===== src/rtl/irq_agg_pkg.sv =====
package irq_agg_pkg;
    localparam int ADDR_W = 4;
    localparam int DATA_W = 32;

    localparam logic [ADDR_W-1:0] A_MAIN_SRC  = 4'h0;
    localparam logic [ADDR_W-1:0] A_MAIN_SET  = 4'h1;
    localparam logic [ADDR_W-1:0] A_MAIN_CLR  = 4'h2;
    localparam logic [ADDR_W-1:0] A_MAIN_MASK = 4'h3;
    localparam logic [ADDR_W-1:0] A_USB_SRC   = 4'h4;
    localparam logic [ADDR_W-1:0] A_USB_SET   = 4'h5;
    localparam logic [ADDR_W-1:0] A_USB_CLR   = 4'h6;
    localparam logic [ADDR_W-1:0] A_USB_MASK  = 4'h7;
    localparam logic [ADDR_W-1:0] A_DMA_SRC   = 4'h8;
    localparam logic [ADDR_W-1:0] A_DMA_SET   = 4'h9;
    localparam logic [ADDR_W-1:0] A_DMA_CLR   = 4'hA;
    localparam logic [ADDR_W-1:0] A_DMA_MASK  = 4'hB;
    localparam logic [ADDR_W-1:0] A_CFG       = 4'hC;

    // Summary bit positions inside the main pending word
    localparam int POS_USB_LO = 9;
    localparam int POS_USB_HI = 8;
    localparam int POS_DMA    = 24;
    localparam int POS_POL    = 17;

    localparam logic [DATA_W-1:0] SUM_BITS = (32'd1 << POS_DMA)
                                           | (32'd1 << POS_USB_LO)
                                           | (32'd1 << POS_USB_HI);

    typedef struct packed {
        logic set_we;
        logic clr_we;
        logic mask_we;
    } grp_we_t;
endpackage


===== src/rtl/irq_subgroup.sv =====
module irq_subgroup
    import irq_agg_pkg::*;
#(
    parameter int           W        = 32,
    parameter bit           SPLIT    = 1'b0,
    parameter logic [W-1:0] MASK_RST = '0,
    parameter int           SUM_W    = SPLIT ? 2 : 1
) (
    input  logic             clk,
    input  logic             rst_n,
    input  grp_we_t          we,
    input  logic [W-1:0]     wdata,
    input  logic [W-1:0]     evt,
    output logic [W-1:0]     pend_o,
    output logic [W-1:0]     mask_o,
    output logic [SUM_W-1:0] sum_o
);
    logic [W-1:0] pend_q, pend_d, mask_q, active;

    always_comb begin
        pend_d = pend_q;
        if (we.set_we) pend_d = pend_d | wdata;
        if (we.clr_we) pend_d = pend_d & ~wdata;
        pend_d = pend_d | evt;          // hardware events take priority
    end

    always_ff @(posedge clk or negedge rst_n) begin
        if (!rst_n) begin
            pend_q <= '0;
            mask_q <= MASK_RST;
        end else begin
            pend_q <= pend_d;
            if (we.mask_we) mask_q <= wdata;
        end
    end

    assign active = pend_q & ~mask_q;
    assign pend_o = pend_q;
    assign mask_o = mask_q;

    generate
        if (SPLIT) begin : g_halves
            localparam int H = W / 2;
            // sum_o[0] covers the lower half, sum_o[1] the upper half
            assign sum_o = SUM_W'({|active[W-1:H], |active[H-1:0]});
        end else begin : g_whole
            assign sum_o = SUM_W'(|active);
        end
    endgenerate
endmodule


===== src/rtl/irq_line.sv =====
module irq_line (
    input  logic clk,
    input  logic rst_n,
    input  logic pol,
    input  logic allow,
    input  logic active,
    output logic irq_o
);
    logic level;

    always_comb begin
        if (pol) level = active & allow;
        else     level = ~active & allow;
    end

    always_ff @(posedge clk or negedge rst_n) begin
        if (!rst_n) irq_o <= 1'b0;
        else        irq_o <= level;
    end
endmodule


===== src/rtl/irq_aggregator.sv =====
module irq_aggregator
    import irq_agg_pkg::*;
#(
    parameter int USB_W = 32,
    parameter int DMA_W = 16
) (
    input  logic              clk,
    input  logic              rst_n,
    input  logic              bus_wr,
    input  logic [ADDR_W-1:0] bus_addr,
    input  logic [DATA_W-1:0] bus_wdata,
    output logic [DATA_W-1:0] bus_rdata,
    input  logic [DATA_W-1:0] main_evt_i,
    input  logic [USB_W-1:0]  usb_evt_i,
    input  logic [DMA_W-1:0]  dma_evt_i,
    input  logic              allow_i,
    output logic              irq_o
);
    grp_we_t we_main, we_usb, we_dma;
    logic    cfg_we;
    logic    cfg_pol;

    logic [DATA_W-1:0] main_q, main_mask, main_pend;
    logic [0:0]        main_sum;
    logic [USB_W-1:0]  usb_pend, usb_mask;
    logic [1:0]        usb_sum;
    logic [DMA_W-1:0]  dma_pend, dma_mask;
    logic [0:0]        dma_sum;
    logic              sum_active, any_active;

    // Write decode
    always_comb begin
        we_main = '0;
        we_usb  = '0;
        we_dma  = '0;
        cfg_we  = 1'b0;
        if (bus_wr) begin
            unique case (bus_addr)
                A_MAIN_SET:  we_main.set_we  = 1'b1;
                A_MAIN_CLR:  we_main.clr_we  = 1'b1;
                A_MAIN_MASK: we_main.mask_we = 1'b1;
                A_USB_SET:   we_usb.set_we   = 1'b1;
                A_USB_CLR:   we_usb.clr_we   = 1'b1;
                A_USB_MASK:  we_usb.mask_we  = 1'b1;
                A_DMA_SET:   we_dma.set_we   = 1'b1;
                A_DMA_CLR:   we_dma.clr_we   = 1'b1;
                A_DMA_MASK:  we_dma.mask_we  = 1'b1;
                A_CFG:       cfg_we          = 1'b1;
                default:     ;
            endcase
        end
    end

    always_ff @(posedge clk or negedge rst_n) begin
        if (!rst_n)      cfg_pol <= 1'b0;
        else if (cfg_we) cfg_pol <= bus_wdata[POS_POL];
    end

    // Main group: summary positions are stripped from its write and event
    // paths. The mask path is left whole, since the main mask also gates
    // the summaries.
    irq_subgroup #(.W(DATA_W), .SPLIT(1'b0), .MASK_RST('1)) u_main (
        .clk(clk), .rst_n(rst_n), .we(we_main),
        .wdata(we_main.mask_we ? bus_wdata : (bus_wdata & ~SUM_BITS)),
        .evt(main_evt_i & ~SUM_BITS),
        .pend_o(main_q), .mask_o(main_mask), .sum_o(main_sum)
    );

    irq_subgroup #(.W(USB_W), .SPLIT(1'b1), .MASK_RST('0)) u_usb (
        .clk(clk), .rst_n(rst_n), .we(we_usb),
        .wdata(bus_wdata[USB_W-1:0]), .evt(usb_evt_i),
        .pend_o(usb_pend), .mask_o(usb_mask), .sum_o(usb_sum)
    );

    irq_subgroup #(.W(DMA_W), .SPLIT(1'b0), .MASK_RST('0)) u_dma (
        .clk(clk), .rst_n(rst_n), .we(we_dma),
        .wdata(bus_wdata[DMA_W-1:0]), .evt(dma_evt_i),
        .pend_o(dma_pend), .mask_o(dma_mask), .sum_o(dma_sum)
    );

    always_comb begin
        main_pend             = main_q;
        main_pend[POS_USB_LO] = usb_sum[0];
        main_pend[POS_USB_HI] = usb_sum[1];
        main_pend[POS_DMA]    = dma_sum[0];
    end

    assign sum_active = |(main_pend & ~main_mask & SUM_BITS);
    assign any_active = main_sum[0] | sum_active;

    irq_line u_line (
        .clk(clk), .rst_n(rst_n), .pol(cfg_pol), .allow(allow_i),
        .active(any_active), .irq_o(irq_o)
    );

    // Read mux
    always_comb begin
        unique case (bus_addr)
            A_MAIN_SRC, A_MAIN_SET, A_MAIN_CLR: bus_rdata = main_pend;
            A_MAIN_MASK:                        bus_rdata = main_mask;
            A_USB_SRC, A_USB_SET, A_USB_CLR:    bus_rdata = DATA_W'(usb_pend);
            A_USB_MASK:                         bus_rdata = DATA_W'(usb_mask);
            A_DMA_SRC, A_DMA_SET, A_DMA_CLR:    bus_rdata = DATA_W'(dma_pend);
            A_DMA_MASK:                         bus_rdata = DATA_W'(dma_mask);
            A_CFG:                              bus_rdata = DATA_W'(cfg_pol) << POS_POL;
            default:                            bus_rdata = '0;
        endcase
    end
endmodule


===== config.mk =====
export PLATFORM = sky130hd
export DESIGN_NAME = irq_aggregator
export DESIGN_NICKNAME = d
export VERILOG_FILES = /design/src/rtl/irq_agg_pkg.sv /design/src/rtl/irq_subgroup.sv /design/src/rtl/irq_line.sv /design/src/rtl/irq_aggregator.sv
export SDC_FILE = /design/constraint.sdc
export NUM_CORES = 1
export LEC_CHECK = 0
export BUFFER_PORTS_ARGS = -buffer_cell sky130_fd_sc_hd__buf_2
export CORE_MARGIN = 3
export CORE_UTILIZATION = 51
export DETAILED_ROUTE_END_ITERATION = 7
export PLACE_DENSITY_LB_ADDON = 0.15
export SETUP_SLACK_MARGIN = 0.15
export SKIP_LAST_GASP = 1
export SLEW_MARGIN = 20
export SYNTH_ARGS = -nofsm -noshare
export SYNTH_HDL_FRONTEND = slang
export SYNTH_SLANG_ARGS = --single-unit

===== constraint.sdc =====
create_clock -name clk -period 2.1 [get_ports clk]
set_clock_uncertainty 0.1 [all_clocks]
set_input_delay 0.315 -clock clk [delete_from_list [all_inputs] [get_ports clk]]
set_output_delay 0.315 -clock clk [all_outputs]
set_load 0.01 [all_outputs]

## Word-level counts from Yosys, hierarchy flattened

Index checks and enable logic that the tools add are counted.

- Register bits after elaboration: 162
- Logic and storage cells: 75

- Multiplexer cells: 23
- Equal/unequal tests: 12
- Reductions and logical operators: 9
- Bitwise gates (word level): 23

Operators with widths:

| kind | count |
|---|---|
| one-hot mux 32 bit (7 select lines) | 1 |
| AND 32 bit | 4 |
| two-way mux 32 bit | 4 |
| inverter 32 bit | 4 |
| bitwise OR 32 bit | 4 |
| OR reduction 16 bit | 3 |
| AND 16 bit | 2 |
| two-way mux 16 bit | 2 |
| inverter 16 bit | 2 |
| bitwise OR 16 bit | 2 |
| OR reduction 32 bit | 1 |
| AND 25 bit | 1 |
| two-way mux 25 bit | 1 |
| == test 4 bit (second input constant) | 5 |
| == test 4 x 3 -> 1 bit (second input constant) | 4 |
| two-way mux 1 bit | 12 |
| OR reduction 3 bit | 4 |
| two-way mux 3 bit | 3 |
| == test 4 x 2 -> 1 bit (second input constant) | 2 |
| == test 4 x 1 -> 1 bit (second input constant) | 1 |
| zero test 4 bit | 1 |
| AND 1 bit | 2 |
| inverter 1 bit | 1 |
| bitwise OR 1 bit | 1 |

## Longest topological paths before layout

- Depth in word-level cells: 9
- Gate-level depth with buffers: 8

## Cells and area by module

A second synthesis with hierarchy kept.

- Cells, all modules: 810
- Area total of the unflattened synthesis: 8700.8 um^2

Modules (own cells, without submodules):

| module | area an instance (um^2) | times used | cells an instance |
|---|---|---|---|
| irq_subgroup at u_main | 2897.8 | 1 | 255 |
| irq_subgroup at u_usb | 2796.4 | 1 | 252 |
| irq_aggregator | 1541.5 | 1 | 173 |
| irq_subgroup at u_dma | 1425.1 | 1 | 127 |
| irq_line | 40.0 | 1 | 3 |

## Worst setup path after synthesis

Ideal clock, no wire load.

- Kind: register to register
- From: register u_main.mask_q[11] (netlist: u_main.mask_o[11])
- To: register u_line.irq_o
- Arrival: 1748 ps
- Cell stages (with the launch flop): 7
- Path buffers: 0
- Slack: 173 ps
- Data required time: 1921 ps
- Period minus slack after synthesis: 1927 ps
- Library setup time: 79 ps
- Cells stage by stage: dfstp_2 > nand2b_1 > o2111ai_1 > a2111oi_2 > nand4_1 > a2111oi_2 > mux2i_1

- Cells in the longest elaborated chain, start to end: 7
- Elaborated cells between the ends (all ways): 8
- Those cells by class: mux (1); bitwise (6); reduce/logical (1)

Ends and longest elaborated chain:

| element | line | text |
|---|---|---|
| start, declared | irq_subgroup.sv:18 | `logic [W-1:0] pend_q, pend_d, mask_q, active;` |
| start signal, assigned | irq_subgroup.sv:33 | `if (we.mask_we) mask_q <= wdata;` |
| inverter 32 bit * | irq_subgroup.sv:37 | `assign active = pend_q & ~mask_q;` |
| AND 32 bit * | irq_subgroup.sv:37 |  |
| OR reduction 32 bit * | irq_subgroup.sv:47 | `assign sum_o = SUM_W'(\|active);` |
| bitwise OR 1 bit * | irq_aggregator.sv:89 | `assign any_active = main_sum[0] \| sum_active;` |
| inverter 1 bit | irq_line.sv:13 | `else level = ~active & allow;` |
| AND 1 bit | irq_line.sv:13 |  |
| two-way mux 1 bit * | irq_line.sv:12 | `if (pol) level = active & allow;` |
| via u_line.level | irq_line.sv:9 | `logic level;` |
| end signal, assigned | irq_line.sv:18 | `else irq_o <= level;` |
| end, declared | irq_line.sv:7 | `output logic irq_o` |

Mark *: on every way through the listed nets, which the timed path passes. The rest lies on a longest branch.
A chain may end at the register's enable or synchronous reset.

## Worst setup path in the final report

- From: register u_dma.pend_q[10] (netlist: u_dma.pend_o[10])
- To: output port bus_rdata[24]

- Cells in the longest elaborated chain, start to end: 3

Ends and longest elaborated chain:

| element | line | text |
|---|---|---|
| start, declared | irq_subgroup.sv:18 |  |
| start signal, assigned | irq_subgroup.sv:32 | `pend_q <= pend_d;` |
| AND 16 bit | irq_subgroup.sv:37 |  |
| OR reduction 16 bit | irq_subgroup.sv:47 |  |
| one-hot mux 32 bit (7 select lines) | irq_aggregator.sv:98 | `unique case (bus_addr)` |
| end, declared | irq_aggregator.sv:12 | `output logic [DATA_W-1:0] bus_rdata,` |

Every way passes these cells.

==> impl_metrics.env <==
export IMPL_seq_area_frac_synth_pct=50.5
export IMPL_crit_type="reg2out"
export IMPL_die_y_um=132
export IMPL_final_hold_viol_count=0
export IMPL_drt_initial_drc_count=513
export IMPL_placed_area_um2=9650
export IMPL_nets=1218
export IMPL_drt_first_pass_iters=5
export IMPL_finalCritPeriodShare_pct=124
export IMPL_drc=0
export IMPL_fp_row_count=45
export IMPL_grt_util_met2_pct=49.7
export IMPL_syn_num_nets=939
export IMPL_r2r_start="u_usb.pend_o[3]"
export IMPL_numCtsBuffers=17
export IMPL_vdd_ir_drop_max_mv=0.603
export IMPL_rsz0062_at_grt="yes"
export IMPL_cts_tree="built"
export IMPL_startpoint="u_dma.pend_o[10]"
export IMPL_power_frac_seq_pct=46.9
export IMPL_htree_levels=4
export IMPL_power_leakage_nw=5.06
export IMPL_antenna_found_initial=2
export IMPL_violations="negative setup slack"
export IMPL_die_w_um=132
export IMPL_synth_async_reset_ratio_pct=100
export IMPL_grt_max_degree=44
export IMPL_setup_violations=3
export IMPL_area_growth_pct=38.0
export IMPL_avgRoutedWirePerCell_um=20.2
export IMPL_ios=153
export IMPL_maxCapViolations=0
export IMPL_p_clk_share_pct=34.0
export IMPL_clk_pin_slew_ns=0.06
export IMPL_period_needed_ns=2.60
export IMPL_synth_cells=819
export IMPL_synth_edff_count=0
export IMPL_use_met3_pct=6.76
export IMPL_post_drt_via_cell_ratio=5.72
export IMPL_cp_max_fo=2
export IMPL_numPortBuffers=149
export IMPL_worst_pin_slew_ns=0.743
export IMPL_worstSkewPairLatency_ns=0.43
export IMPL_switchingPower_w=0.00229
export IMPL_synth_ff_type="dfrtp_1"
export IMPL_fin_setup_tns_ns=-1.08
export IMPL_sw_frac_of_total_pct=27.3
export IMPL_cts_sinks=162
export IMPL_initial_core_util_pct=52.8
export IMPL_synth_area_leader_cell="dfrtp_1"
export IMPL_grt_usage_pct=30.8
export IMPL_hpwlAfterDp_mm=18.1
export IMPL_arrival_ns=2.19
export IMPL_hp_class="in2reg"
export IMPL_hold_ws_ns=0.0107
export IMPL_vias=7575
export IMPL_fin_ws_ns=-0.503
export IMPL_relSlewSlack_pct=50.4
export IMPL_syn_area_per_cell_um2=9.90
export IMPL_dieArea_um2=17400
export IMPL_drive_gt1_share_pct=43.3
export IMPL_yosys_warnings=0
export IMPL_crit_required_ns=1.68
export IMPL_root_buffer="clkbuf_16"
export IMPL_worstSetupStartpointType="flip-flop"
export IMPL_busiest_layer="met2"
export IMPL_synthTopCellsByCount="a21oi_1 (155), dfrtp_1 (130), or2_2 (77)"
export IMPL_status="complete, but fails checks"
export IMPL_cp_end_kind="output port"
export IMPL_combPwrFrac_pct=19.1
export IMPL_synth_seq_cells=162
export IMPL_grt_pass1_vias=7633
export IMPL_synthTopCellsByArea="dfrtp_1 (40%), dfstp_2 (10%), mux2_2 (9.6%), a21oi_1 (9.6%), a22oi_1 (6.4%)"
export IMPL_gp_congestion=0.885
export IMPL_gr_usage_met1_pct=40.5
export IMPL_globalRouteOverflowTotal=0
export IMPL_synth_cell_types=36
export IMPL_grt_pass1_wl_mm=41.8
export IMPL_wirelength_mm=26.8
export IMPL_total_power_w=0.00839
export IMPL_maxSlewViolCount=0
export IMPL_cts_path_max_buffers=2
export IMPL_fin_area_um2=11200
export IMPL_core_area_um2=15400
export IMPL_syn_area_um2=8110
export IMPL_max_freq_ghz=0.384
export IMPL_drtAntennaViolNets=0
export IMPL_min_from="main_evt_i[15]"
export IMPL_synth_top_area_share_pct=40.1
export IMPL_power_internal_w=0.00610
export IMPL_yosys_cell_count_top_type="a21oi_1"
export IMPL_power_density_nw_per_um2=750
## critical path, cell delays in order, from the launching register on
cell and delay [ns]:
dfrtp_1 0.37, inv_1 0.07, o22ai_2 0.08, a221oi_2 0.21, nand4_1 0.24, mux4_2 0.52
nor2b_4 0.15, buf_6 0.11
## state kept, by name, summed over array words and instances, names as in the netlist, named ones only
name	cells
u_main.pend_o	29
u_dma.pend_o	16
u_dma.mask_o	16
u_usb.pend_o	32
u_line.irq_o	1
cfg_pol	1
u_main.mask_o	32
u_usb.mask_o	32
## power by group through the flow
stage	clock (W)	sequential [W]	combinational (W)
after floorplan	0	0.00386	0.000763
after global placement	0	0.00394	0.00136
after detailed placement	0	0.00396	0.00138
after CTS	0.00287	0.00392	0.00157
after global routing	0.00303	0.00398	0.00173
final	0.00285	0.00394	0.00160
## layer usage
| layer | vias to the layer above | wire length [um] |
|---|---|---|
| met4 | 0 | 783 |
| met2 | 379 | 13000 |
| met1 | 3672 | 11000 |
| met5 | - | 0 |
| li1 | 3471 | - |
| met3 | 53 | 1950 |
## what timing repair did
action | 4_1_cts | 5_1_grt
hold endpoints to repair | 98 | 0
hold buffers | 75 | 0
endpoints found under the setup margin | 19 | 33
pin swaps | 7 | 3
gates resized for setup | 24 | 10
setup buffers | 5 | 3
## metrics by stage
stage	util [%]	setup WS (ns)	instances
detailed placement	62.8	-0.0913	1207
global placement	62.8	-0.111	1207
CTS	72.3	-0.469	1319
finish	72.8	-0.503	1324
global route	72.8	-0.574	1324
floorplan	-	0.173	819
## layout make-up
| type | count | area, um^2 |
|---|---|---|
| Clock buffer | 27 | 503 |
| Tap cell | 211 | 264 |
| Fill cell | 1120 | 4180 |
| Timing Repair Buffer | 315 | 2330 |
| Inverter | 61 | 229 |
| Multi-Input combinational cell | 541 | 3730 |
| Sequential cell | 162 | 4090 |
| Clock inverter | 5 | 31.3 |
| Antenna cell | 2 | 5.00 |
## layout by cell type, fill, tap and decap left out, types with 3 or more instances in the layout
| master | instances |
|---|---|
| nand2_1 | 38 |
| a21oi_1 | 155 |
| buf_6 | 6 |
| o2111ai_1 | 3 |
| buf_2 | 147 |
| a221oi_2 | 5 |
| buf_4 | 77 |
| clkbuf_1 | 6 |
| buf_12 | 10 |
| mux2i_1 | 5 |
| or2_2 | 77 |
| nor2_1 | 9 |
| nand2b_4 | 5 |
| nor2_2 | 7 |
| nand2b_1 | 17 |
| mux2_2 | 69 |
| dfstp_2 | 32 |
| nor4_1 | 3 |
| inv_1 | 60 |
| clkinv_2 | 3 |
| o22ai_2 | 4 |
| dlygate4sd3_1 | 75 |
| dfrtp_1 | 130 |
| clkbuf_8 | 4 |
| o21ai_0 | 17 |
| clkbuf_16 | 17 |
| o22ai_1 | 17 |
| a22oi_1 | 67 |
| o2111ai_2 | 3 |
| nand3_1 | 14 |
## worst paths after layout
kind	to	slack (ns)	cells past startpoint
max	bus_rdata[24]	-0.50	7
min	u_main.pend_o[15]	0.01	2
max reg2reg	u_line.irq_o	0.12	7
min reg2reg	flip-flop	0.28	0
max in group asynchronous	u_main.mask_o[23]	0.94	3
min in group asynchronous	u_usb.pend_o[24]	0.30	2
## cells by family after synthesis
logic type / after synthesis / synth area share [%]
simple gates: 183 / 12.3
compound gates: 283 / 20.9
mux: 75 / 10.5
buf+inv: 116 / 5.77
flops: 162 / 50.5
No activity file was read; power rests on OpenSTA's default activity.
